===== config.mk =====
export PLATFORM = sky130hd
export DESIGN_NAME = cpu_supervisor
export DESIGN_NICKNAME = d
export VERILOG_FILES = /design/src/rtl/sup_pkg.sv /design/src/rtl/sup_tick_gen.sv /design/src/rtl/sup_edge_sync.sv /design/src/rtl/sup_reset_stretch.sv /design/src/rtl/sup_wd_timer.sv /design/src/rtl/cpu_supervisor.sv
export SDC_FILE = /design/constraint.sdc
export NUM_CORES = 1
export LEC_CHECK = 0
export BUFFER_PORTS_ARGS = -buffer_cell sky130_fd_sc_hd__buf_2
export CORE_MARGIN = 4
export CORE_UTILIZATION = 40
export CTS_CLUSTER_SIZE = 10
export DETAILED_ROUTE_END_ITERATION = 10
export MAX_ROUTING_LAYER = met4
export SLEW_MARGIN = 20
export SYNTH_ARGS = -nofsm -noshare
export SYNTH_HDL_FRONTEND = slang
export SYNTH_HIERARCHICAL = 1
export SYNTH_SLANG_ARGS = --single-unit

===== constraint.sdc =====
create_clock -name clk -period 2.6 [get_ports clk]
set_input_delay 0.52 -clock clk [delete_from_list [all_inputs] [get_ports clk]]
set_output_delay 0.52 -clock clk [all_outputs]
set_load 0.005 [all_outputs]

===== src/rtl/sup_pkg.sv =====
package sup_pkg;

    typedef enum logic {
        PERIOD_LONG  = 1'b0,
        PERIOD_SHORT = 1'b1
    } period_sel_e;

    function automatic int unsigned cnt_width(input int unsigned max_value);
        return (max_value < 2) ? 1 : $clog2(max_value + 1);
    endfunction

endpackage


===== src/rtl/sup_tick_gen.sv =====
module sup_tick_gen #(
    parameter int unsigned PRESCALE = 4
) (
    input  logic clk,
    input  logic srst,
    output logic tick_o
);
    generate
        if (PRESCALE <= 1) begin : g_every_cycle
            assign tick_o = 1'b1;
        end else begin : g_divide
            localparam int unsigned PW = sup_pkg::cnt_width(PRESCALE - 1);
            localparam logic [PW-1:0] LAST = PW'(PRESCALE - 1);

            typedef struct packed {
                logic [PW-1:0] cnt;
                logic          tick;
            } tick_state_t;

            tick_state_t st_d, st_q;

            always_comb begin
                st_d      = st_q;
                st_d.tick = (st_q.cnt == LAST);
                st_d.cnt  = (st_q.cnt == LAST) ? '0 : st_q.cnt + 1'b1;
            end

            always_ff @(posedge clk) begin
                if (srst) begin
                    st_q <= '0;
                end else begin
                    st_q <= st_d;
                end
            end

            assign tick_o = st_q.tick;

            assert_tick_isolated_R2: assert property (@(posedge clk) disable iff (srst)
                st_q.tick |=> !st_q.tick);
        end
    endgenerate
endmodule


===== src/rtl/sup_edge_sync.sv =====
module sup_edge_sync #(
    parameter int unsigned STAGES = 2
) (
    input  logic clk,
    input  logic srst,
    input  logic din_i,
    output logic edge_o
);
    typedef struct packed {
        logic [STAGES:0] chain;
    } sync_state_t;

    sync_state_t st_d, st_q;

    always_comb begin
        st_d.chain = {st_q.chain[STAGES-1:0], din_i};
    end

    always_ff @(posedge clk) begin
        if (srst) begin
            st_q <= '0;
        end else begin
            st_q <= st_d;
        end
    end

    assign edge_o = st_q.chain[STAGES] ^ st_q.chain[STAGES-1];
endmodule


===== src/rtl/sup_reset_stretch.sv =====
module sup_reset_stretch #(
    parameter int unsigned RESET_TICKS = 35
) (
    input  logic clk,
    input  logic srst,
    input  logic tick_i,
    input  logic supply_low_i,
    input  logic wd_expire_i,
    output logic active_o
);
    localparam int unsigned RW = sup_pkg::cnt_width(RESET_TICKS);
    localparam logic [RW-1:0] RLOAD = RW'(RESET_TICKS);

    typedef struct packed {
        logic          active;
        logic [RW-1:0] cnt;
    } stretch_state_t;

    stretch_state_t st_d, st_q;

    always_comb begin
        st_d = st_q;
        if (supply_low_i || wd_expire_i) begin
            st_d.active = 1'b1;
            st_d.cnt    = RLOAD;
        end else if (st_q.active && tick_i) begin
            if (st_q.cnt <= 1) begin
                st_d.active = 1'b0;
                st_d.cnt    = '0;
            end else begin
                st_d.cnt = st_q.cnt - 1'b1;
            end
        end
    end

    always_ff @(posedge clk) begin
        if (srst) begin
            st_q.active <= 1'b1;
            st_q.cnt    <= RLOAD;
        end else begin
            st_q <= st_d;
        end
    end

    assign active_o = st_q.active;

    assert_low_supply_holds_R1: assert property (@(posedge clk) disable iff (srst)
        supply_low_i |=> st_q.active);

    assert_release_on_tick_R2: assert property (@(posedge clk) disable iff (srst)
        $fell(st_q.active) |-> ($past(tick_i) && !$past(supply_low_i)));
endmodule


===== src/rtl/sup_wd_timer.sv =====
module sup_wd_timer #(
    parameter int unsigned LONG_TICKS  = 1600,
    parameter int unsigned SHORT_TICKS = 100
) (
    input  logic clk,
    input  logic srst,
    input  logic tick_i,
    input  logic edge_i,
    input  logic disable_i,
    input  logic short_sel_i,
    input  logic rst_active_i,
    input  logic supply_low_i,
    output logic expire_o,
    output logic ok_o
);
    import sup_pkg::*;

    localparam int unsigned CW = cnt_width(LONG_TICKS - 1);
    localparam logic [CW-1:0] LONG_LAST  = CW'(LONG_TICKS - 1);
    localparam logic [CW-1:0] SHORT_LAST = CW'(SHORT_TICKS - 1);

    typedef struct packed {
        logic [CW-1:0] cnt;
        logic          first;
        logic          ok;
    } wd_state_t;

    wd_state_t   st_d, st_q;
    period_sel_e period_sel;
    logic [CW-1:0] limit;
    logic        expire;

    always_comb begin
        period_sel = (st_q.first || !short_sel_i) ? PERIOD_LONG : PERIOD_SHORT;
        limit      = (period_sel == PERIOD_SHORT) ? SHORT_LAST : LONG_LAST;
        expire     = !disable_i && !rst_active_i && !edge_i && tick_i
                     && (st_q.cnt >= limit);

        st_d = st_q;
        if (rst_active_i || disable_i) begin
            st_d.cnt = '0;
            if (rst_active_i) begin
                st_d.first = 1'b1;
            end
        end else if (edge_i) begin
            st_d.cnt   = '0;
            st_d.first = 1'b0;
        end else if (tick_i) begin
            st_d.cnt = expire ? '0 : st_q.cnt + 1'b1;
        end

        if (supply_low_i || edge_i) begin
            st_d.ok = 1'b1;
        end else if (expire) begin
            st_d.ok = 1'b0;
        end
    end

    always_ff @(posedge clk) begin
        if (srst) begin
            st_q.cnt   <= '0;
            st_q.first <= 1'b1;
            st_q.ok    <= 1'b1;
        end else begin
            st_q <= st_d;
        end
    end

    assign expire_o = expire;
    assign ok_o     = st_q.ok;

    assert_edge_restarts_count_R5: assert property (@(posedge clk) disable iff (srst)
        edge_i |=> (st_q.cnt == '0));

    assert_count_in_range_R10: assert property (@(posedge clk) disable iff (srst)
        st_q.cnt <= LONG_LAST);

    assert_ok_on_supply_R8: assert property (@(posedge clk) disable iff (srst)
        supply_low_i |=> st_q.ok);

    assert_held_clear_in_reset_R9: assert property (@(posedge clk) disable iff (srst)
        (rst_active_i || disable_i) |=> (st_q.cnt == '0));
endmodule


===== src/rtl/cpu_supervisor.sv =====
module cpu_supervisor #(
    parameter int unsigned PRESCALE    = 4,
    parameter int unsigned RESET_TICKS = 35,
    parameter int unsigned LONG_TICKS  = 1600,
    parameter int unsigned SHORT_TICKS = 100,
    parameter int unsigned SYNC_STAGES = 2
) (
    input  logic clk,
    input  logic srst,
    input  logic supply_low_i,
    input  logic wd_in_i,
    input  logic wd_disable_i,
    input  logic wd_short_sel_i,
    input  logic ce_n_i,
    output logic rst_n_o,
    output logic rst_o,
    output logic wd_ok_o,
    output logic ce_n_o
);
    logic tick;
    logic wd_edge;
    logic wd_expire;
    logic rst_active;

    sup_tick_gen #(.PRESCALE(PRESCALE)) u_tick (
        .clk    (clk),
        .srst   (srst),
        .tick_o (tick)
    );

    sup_edge_sync #(.STAGES(SYNC_STAGES)) u_sync (
        .clk    (clk),
        .srst   (srst),
        .din_i  (wd_in_i),
        .edge_o (wd_edge)
    );

    sup_reset_stretch #(.RESET_TICKS(RESET_TICKS)) u_stretch (
        .clk          (clk),
        .srst         (srst),
        .tick_i       (tick),
        .supply_low_i (supply_low_i),
        .wd_expire_i  (wd_expire),
        .active_o     (rst_active)
    );

    sup_wd_timer #(
        .LONG_TICKS  (LONG_TICKS),
        .SHORT_TICKS (SHORT_TICKS)
    ) u_wd (
        .clk          (clk),
        .srst         (srst),
        .tick_i       (tick),
        .edge_i       (wd_edge),
        .disable_i    (wd_disable_i),
        .short_sel_i  (wd_short_sel_i),
        .rst_active_i (rst_active),
        .supply_low_i (supply_low_i),
        .expire_o     (wd_expire),
        .ok_o         (wd_ok_o)
    );

    assign rst_n_o = ~rst_active;
    assign rst_o   = rst_active;
    assign ce_n_o  = supply_low_i | ce_n_i;

    assert_expiry_drops_ok_R6: assert property (@(posedge clk) disable iff (srst)
        ($fell(rst_n_o) && !$past(supply_low_i) && !$past(srst)) |-> !wd_ok_o);

    assert_disabled_no_reset_R9: assert property (@(posedge clk) disable iff (srst)
        ($past(wd_disable_i) && !$past(supply_low_i) && !$past(srst) && $past(rst_n_o))
        |-> rst_n_o);

    assert_ok_rises_after_edge_R8: assert property (@(posedge clk) disable iff (srst)
        $past(wd_edge) |-> wd_ok_o);
endmodule


==> results.toml, run 1 <==
[clock_tree]
clockBufferDepth = 2
cts_resized = 0
postCtsSetupBuffers = 0
cts_tree = "yes"
clk_latency_ps = 320
clk_pin_slew_ps = 140
numClockSinks = 26
postCtsHoldBufs = 0
htreeDepth = 1
cts_buffers = 3
cts_root_buf = "clkbuf_4"

[synthesis]
ys_ff_latch = 26
synth_area_um2 = 1300
synth_edf_count = 0
async_reset_ff_frac = 0
seq_area_frac_synth = 0.401
ys_types = 44
synthCells = 149
syn_nets = 161
avgSynthCellArea_um2 = 8.71
ys_warn_count = 6
synth_flop_cell = "dfxtp_1"

[pwr]
power_frac_comb = 0.038
ir_worst_vdd_uv = 321
p_per_area_nw_per_um2 = 493
p_switching_mw = 0.142
pwr-share-seq = 0.573
intPower_mw = 0.575
finalPower_mw = 0.717
clkPwrFrac = 0.390
p_leak_nw = 0.603
power.share.switching = 0.199

[route]
post_drt_wl_per_cell_um = 12.0
vias = 1084
drt_first_pass_iters = 4
post-route-drc-count = 0
vias_per_cell = 5.26
ant_nets = 0
drt_iter0_markers = 82
wirelength_um = 2480

[floorplan]
num_io_pins = 11
die_h_um = 65.0
core_area_um2 = 3080
dieArea_um2 = 4220
num_rows = 20
initial_core_util = 0.422
die_width_um = 65.0

[grt]
grt_max_degree = 16
track_usage = 0.131
grt_antenna_before_repair = 0
grt_pass1_wl_um = 4350
grt_remaining_overflow = 0
grt_pass1_vias = 998

[sta]
period_needed_ps = 2180
setup-tns-final_ps = 0
whs_ps = 423
finalHoldViolCount = 0
setup_violations = 0
max_slew_margin = 0.706
fin_crit_sh = 0.837
drv_slew = 0
skew_ps = 2.07
rsz0062_at_grt = "false"
tightest_slew_ps = 440
fmax_mhz = 460

[setup_path]
rr_worst_depth = 9
reg2reg_to = "u_stretch/st_q[1]"
cp-start-kind = "flop"
cp_data_arrival_time_ps = 2400
path_buf_inv = 0
max_stage_delay_ps = 460
startpoint = "u_wd/st_q[1]"
crit_path_frequent_cell = "o31ai_1"
crit_fanout = 5
critPathCaptureType = "flop"
reg2reg_slack_ps = 420
crit_chain = "nand2b_1 -> ha_1 -> nand2_1 -> nor3_1 -> o31ai_1 -> a21oi_2 -> or3_1 -> a21oi_1 -> o31ai_1"
r2r-start = "u_wd/st_q[1]"
required_ps = 2830
critPathTopFamily = "simple AND/OR/NAND/NOR gates"
critPathCapture = "u_stretch/st_q[1]"
worstSetupPathType = "reg2reg"
crit_path_top_delay_cell = "or3_1"
cp.depth = 9

[cells_and_area]
fillers = 311
fin_nets = 175
synthToLayoutAreaGrowth_pct = 12.1
drive_gt1_frac = 0.148
diodes = 0

[hold_path]
hp-class = "in2reg"

[placed_design]
hpwlAfterDp_um = 1810
place_congestion = 0.940
port_buffers = 10

[flow_run]
drv_cap = 0

[run_status]
status = "completed"
## per-stage QoR
stage | util | area (um2) | cells | setup WS, ps
2_1_floorplan | - | 1300 | 149 | 241
5_1_grt | 0.472 | 1450 | 206 | 256
3_5_place_dp | 0.455 | 1400 | 202 | 263
4_1_cts | 0.472 | 1450 | 206 | 432
3_3_place_gp | 0.455 | 1400 | 202 | 326
6_report | 0.472 | 1450 | 206 | 424
## kinds of logic (layout without fill, tap and decap cells)
family / after synthesis / after routing / share of synthesized area
simple gates: 72 / 72 / 0.303
flops: 26 / 26 / 0.401
compound gates: 24 / 24 / 0.135
xor+xnor: 11 / 11 / 0.0743
buf+inv: 11 / 24 / 0.0386
fa+ha+maj: 5 / 5 / 0.0482
## synth_stat cells (all sizes together), types with 2 or more instances
library cell | instances | area share
xor2 | 6 | 0.041
nor2b | 4 | 0.021
ha | 5 | 0.048
nand4 | 5 | 0.024
a21oi | 7 | 0.030
o41ai | 3 | 0.026
dfxtp | 26 | 0.40
buf | 2 | 0.013
o31ai | 5 | 0.029
nand2b | 3 | 0.014
xnor2 | 5 | 0.034
clkbuf | 2 | 0.0058
nor2 | 17 | 0.049
nand2 | 20 | 0.058
nor3b | 2 | 0.015
or4b | 2 | 0.015
or3 | 2 | 0.014
nor3 | 7 | 0.031
o21ai | 2 | 0.0077
inv | 7 | 0.020
## power groups by stage
stage	Clock, mW	Sequential, mW	Combinational, mW
2_1_floorplan	0	0.417	0.0168
3_3_place_gp	0	0.419	0.0263
3_5_place_dp	0	0.419	0.0276
4_1_cts	0.289	0.411	0.0277
5_1_grt	0.311	0.412	0.0321
6_report	0.280	0.411	0.0270
## worst min-delay path by stage
stage | from | end | slack [ps] | depth (start not counted)
after floorplan | u_tick/g_divide.st_q[1] | u_tick/g_divide.st_q[1] | 410 | 1
after global placement | u_tick/g_divide.st_q[1] | u_tick/g_divide.st_q[1] | 410 | 1
after detailed placement | u_tick/g_divide.st_q[1] | u_tick/g_divide.st_q[1] | 430 | 1
after CTS | wd_in_i | u_sync/st_q[0] | 410 | 2
after global routing | wd_in_i | u_sync/st_q[0] | 410 | 2
final | wd_in_i | u_sync/st_q[0] | 420 | 2
## layer usage
metal | wire (um) | global-route usage
met5 | 0 | -
met4 | 23 | 0.0396
met2 | 1150 | 0.199
met3 | 98 | 0.0312
met1 | 1200 | 0.173
## cell type report
type | instances | area (um2) | area share
Timing Repair Buffer | 13 | 72.6 | 0.0499
Multi-Input combinational cell | 112 | 727 | 0.500
Tap cell | 44 | 55.1 | 0.0379
Inverter | 7 | 26.3 | 0.0181
Clock buffer | 3 | 22.5 | 0.0155
Clock inverter | 1 | 30.0 | 0.0207
Sequential cell | 26 | 520 | 0.358
## state kept, by name, indices dropped and copies added (netlist names)
register and count:
u_stretch/st_q 6, u_sync/st_q 3, u_tick/tick_o 1, u_tick/g_divide.st_q 2, u_wd/ok_o 1, u_wd/st_q 12
u_stretch/active_o 1
## cells in the final DEF (no fill, tap or decap), drive strengths merged, types with 3 or more instances in the layout
master and count:
o31ai 5, a21oi 7, clkbuf 3, nand4 5, nor3 7, dfxtp 26
buf 13, xor2 6, inv 7, nand2b 3, ha 5, nor2b 4
nor2 17, xnor2 5, nand2 20, o41ai 3
Note: power is estimated with default switching activity, not from simulation.
==> run 2, diff against run 1 <==
==> constraint.sdc (replaced) <==
create_clock -name clk -period 1.8 [get_ports clk]
set_input_delay 0.36 -clock clk [delete_from_list [all_inputs] [get_ports clk]]
set_output_delay 0.36 -clock clk [all_outputs]
set_load 0.005 [all_outputs]
==> run 2 against run 1 <==
  * The flow now finishes with violations (setup timing)
  * Sequential power rose by 44%
  * Register-to-register slack worse by 520 ps
  * Final cell count increased by 4.4%
  * Clock skew is 5.3 ps higher
  * Worst hold slack worse by 180 ps
  * Critical path depth stayed put
  * Sequential share of layout area shrank 2.8 points
  * Utilization is 4.1 points higher
  * Die area is the same
  * Critical endpoint unchanged
  * Critical path type unchanged
==> results.toml, run 2 (synthesized netlist as in run 1, its figures left out) <==
[run_status]
status = "finished with violations"
violations = "setup timing"

[sta]
finalHoldViolCount = 0
period_needed_ps = 1900
whs_ps = 247
max_slew_margin = 0.772
setup_violations = 5
fmax_mhz = 526
rsz0062_at_grt = "true"
fin_crit_sh = 1.06
skew_ps = 7.35
tightest_slew_ps = 338
drv_slew = 0
setup_slack_ps = -100

[setup_path]
path_buf_inv = 0
cp-start-kind = "flop"
reg2reg_to = "u_stretch/st_q[1]"
crit_path_frequent_cell = "a21oi_2"
cp_data_arrival_time_ps = 2120
max_stage_delay_ps = 410
critPathCapture = "u_stretch/st_q[1]"
crit_chain = "nand2b_4 -> ha_4 -> nand2_4 -> nor3_4 -> o31ai_4 -> a21oi_2 -> or3_4 -> a21oi_2 -> o31ai_1"
worstSetupPathType = "reg2reg"
critPathTopFamily = "simple AND/OR/NAND/NOR gates"
rr_worst_depth = 9
reg2reg_slack_ps = -100
cp.depth = 9
r2r-start = "u_wd/st_q[1]"
crit_fanout = 5
crit_path_top_delay_cell = "or3_4"
startpoint = "u_wd/st_q[1]"
critPathCaptureType = "flop"
required_ps = 2020

[clock_tree]
cts_buffers = 3
clockBufferDepth = 2
cts_tree = "yes"
cts_root_buf = "clkbuf_4"
numClockSinks = 26
htreeDepth = 1
clk_latency_ps = 320
clk_pin_slew_ps = 140

[floorplan]
dieArea_um2 = 4220
die_width_um = 65.0
die_h_um = 65.0
num_rows = 20
num_io_pins = 11
initial_core_util = 0.422
core_area_um2 = 3080

[route]
post_drt_wl_per_cell_um = 12.8
drt_first_pass_iters = 4
ant_nets = 0
vias = 1115
post-route-drc-count = 0
wirelength_um = 2750
vias_per_cell = 5.19
drt_iter0_markers = 73

[cells_and_area]
top_regs = "u_wd/st_q (12), u_stretch/st_q (6), u_sync/st_q (3)"
regMostFlops = "u_wd/st_q"
drive_gt1_frac = 0.257
instances_no_fill = 215
multiInputGateArea_um2 = 801
fin_nets = 184
post-route-util = 0.513
layout_commonest_cell = "dfxtp_1"
final-seq-area_um2 = 522
layout_common_cells = "25 x dfxtp_1, 19 x nand2_1, 17 x nor2_1"
synthToLayoutAreaGrowth_pct = 21.8
largest_reg_flops = 12
fillers = 298
diodes = 0

[pwr]
p_per_area_nw_per_um2 = 593
intPower_mw = 0.733
clkPwrFrac = 0.319
power_frac_comb = 0.051
finalPower_mw = 0.937
power.share.switching = 0.218
ir_worst_vdd_uv = 321
p_leak_nw = 0.666
pwr-share-seq = 0.631
p_switching_mw = 0.204

[grt]
track_usage = 0.151
grt_remaining_overflow = 0
grt_antenna_before_repair = 0
grt_max_degree = 15
grt_pass1_vias = 1093
grt_pass1_wl_um = 4860

[placed_design]
dp_slack_ps = -189
port_buffers = 10
dp.cells = 210
hpwlAfterDp_um = 2060
place_congestion = 0.898

[hold_path]
hp-class = "in2reg"

[flow_run]
drv_cap = 0
[run 2: cell types whose count changed in the layout (fill, tap and decap cells not counted), sizes merged]
cell	change
buf	+9
clkbuf	+1
bufinv	-1
[run 2: what timing repair did]
item / in CTS / in global routing
setup endpoints to repair: 6 / 18
hold buffers: 0 / 0
gates resized for setup: 1 / 5
setup buffers: 1 / 0
pin swaps: 1 / 4
[run 2: through the flow]
step / TNS, ps / area (um2)
6_report: -216 / 1580
5_1_grt: -1680 / 1580
4_1_cts: -116 / 1550
3_5_place_dp: -1100 / 1510
3_3_place_gp: -606 / 1510
2_1_floorplan: -1030 / 1350
[run 2: layout make-up]
cell class / count / area share
multi-input combinational: 112 / 0.507
sequential: 26 / 0.330
timing repair buffer: 22 / 0.0887
tap: 44 / 0.0348
clock buffer: 4 / 0.0230
inverter: 7 / 0.0166
[run 2: worst min path at each step]
stage | start | endpoint | slack (ps) | depth (start not counted)
6_report | wd_in_i | u_sync/st_q[0] | 250 | 2
5_1_grt | wd_in_i | u_sync/st_q[0] | 250 | 2
4_1_cts | wd_in_i | u_sync/st_q[0] | 240 | 2
3_5_place_dp | u_sync/st_q[0] | u_sync/st_q[1] | 430 | 1
3_3_place_gp | u_tick/g_divide.st_q[1] | u_tick/g_divide.st_q[1] | 410 | 1
2_1_floorplan | u_tick/g_divide.st_q[1] | u_tick/g_divide.st_q[1] | 410 | 1
[run 2: power groups by stage]
| stage | registers (mW) | clock network, mW | logic [mW] |
|---|---|---|---|
| floorplan | 0.603 | 0 | 0.0263 |
| global placement | 0.603 | 0 | 0.0464 |
| detailed placement | 0.603 | 0 | 0.0495 |
| CTS | 0.591 | 0.305 | 0.0491 |
| global route | 0.593 | 0.335 | 0.0545 |
| finish | 0.591 | 0.299 | 0.0474 |
[run 2: layer usage]
metal | wire (um) | vias up | GRT usage | share of wire
met1 | 1340 | 522 | 0.194 | 0.49
met4 | 31 | 0 | 0.0475 | 0.011
met5 | 0 | - | - | 0
met2 | 1280 | 21 | 0.241 | 0.47
li1 | - | 568 | - | -
met3 | 90 | 4 | 0.0260 | 0.033
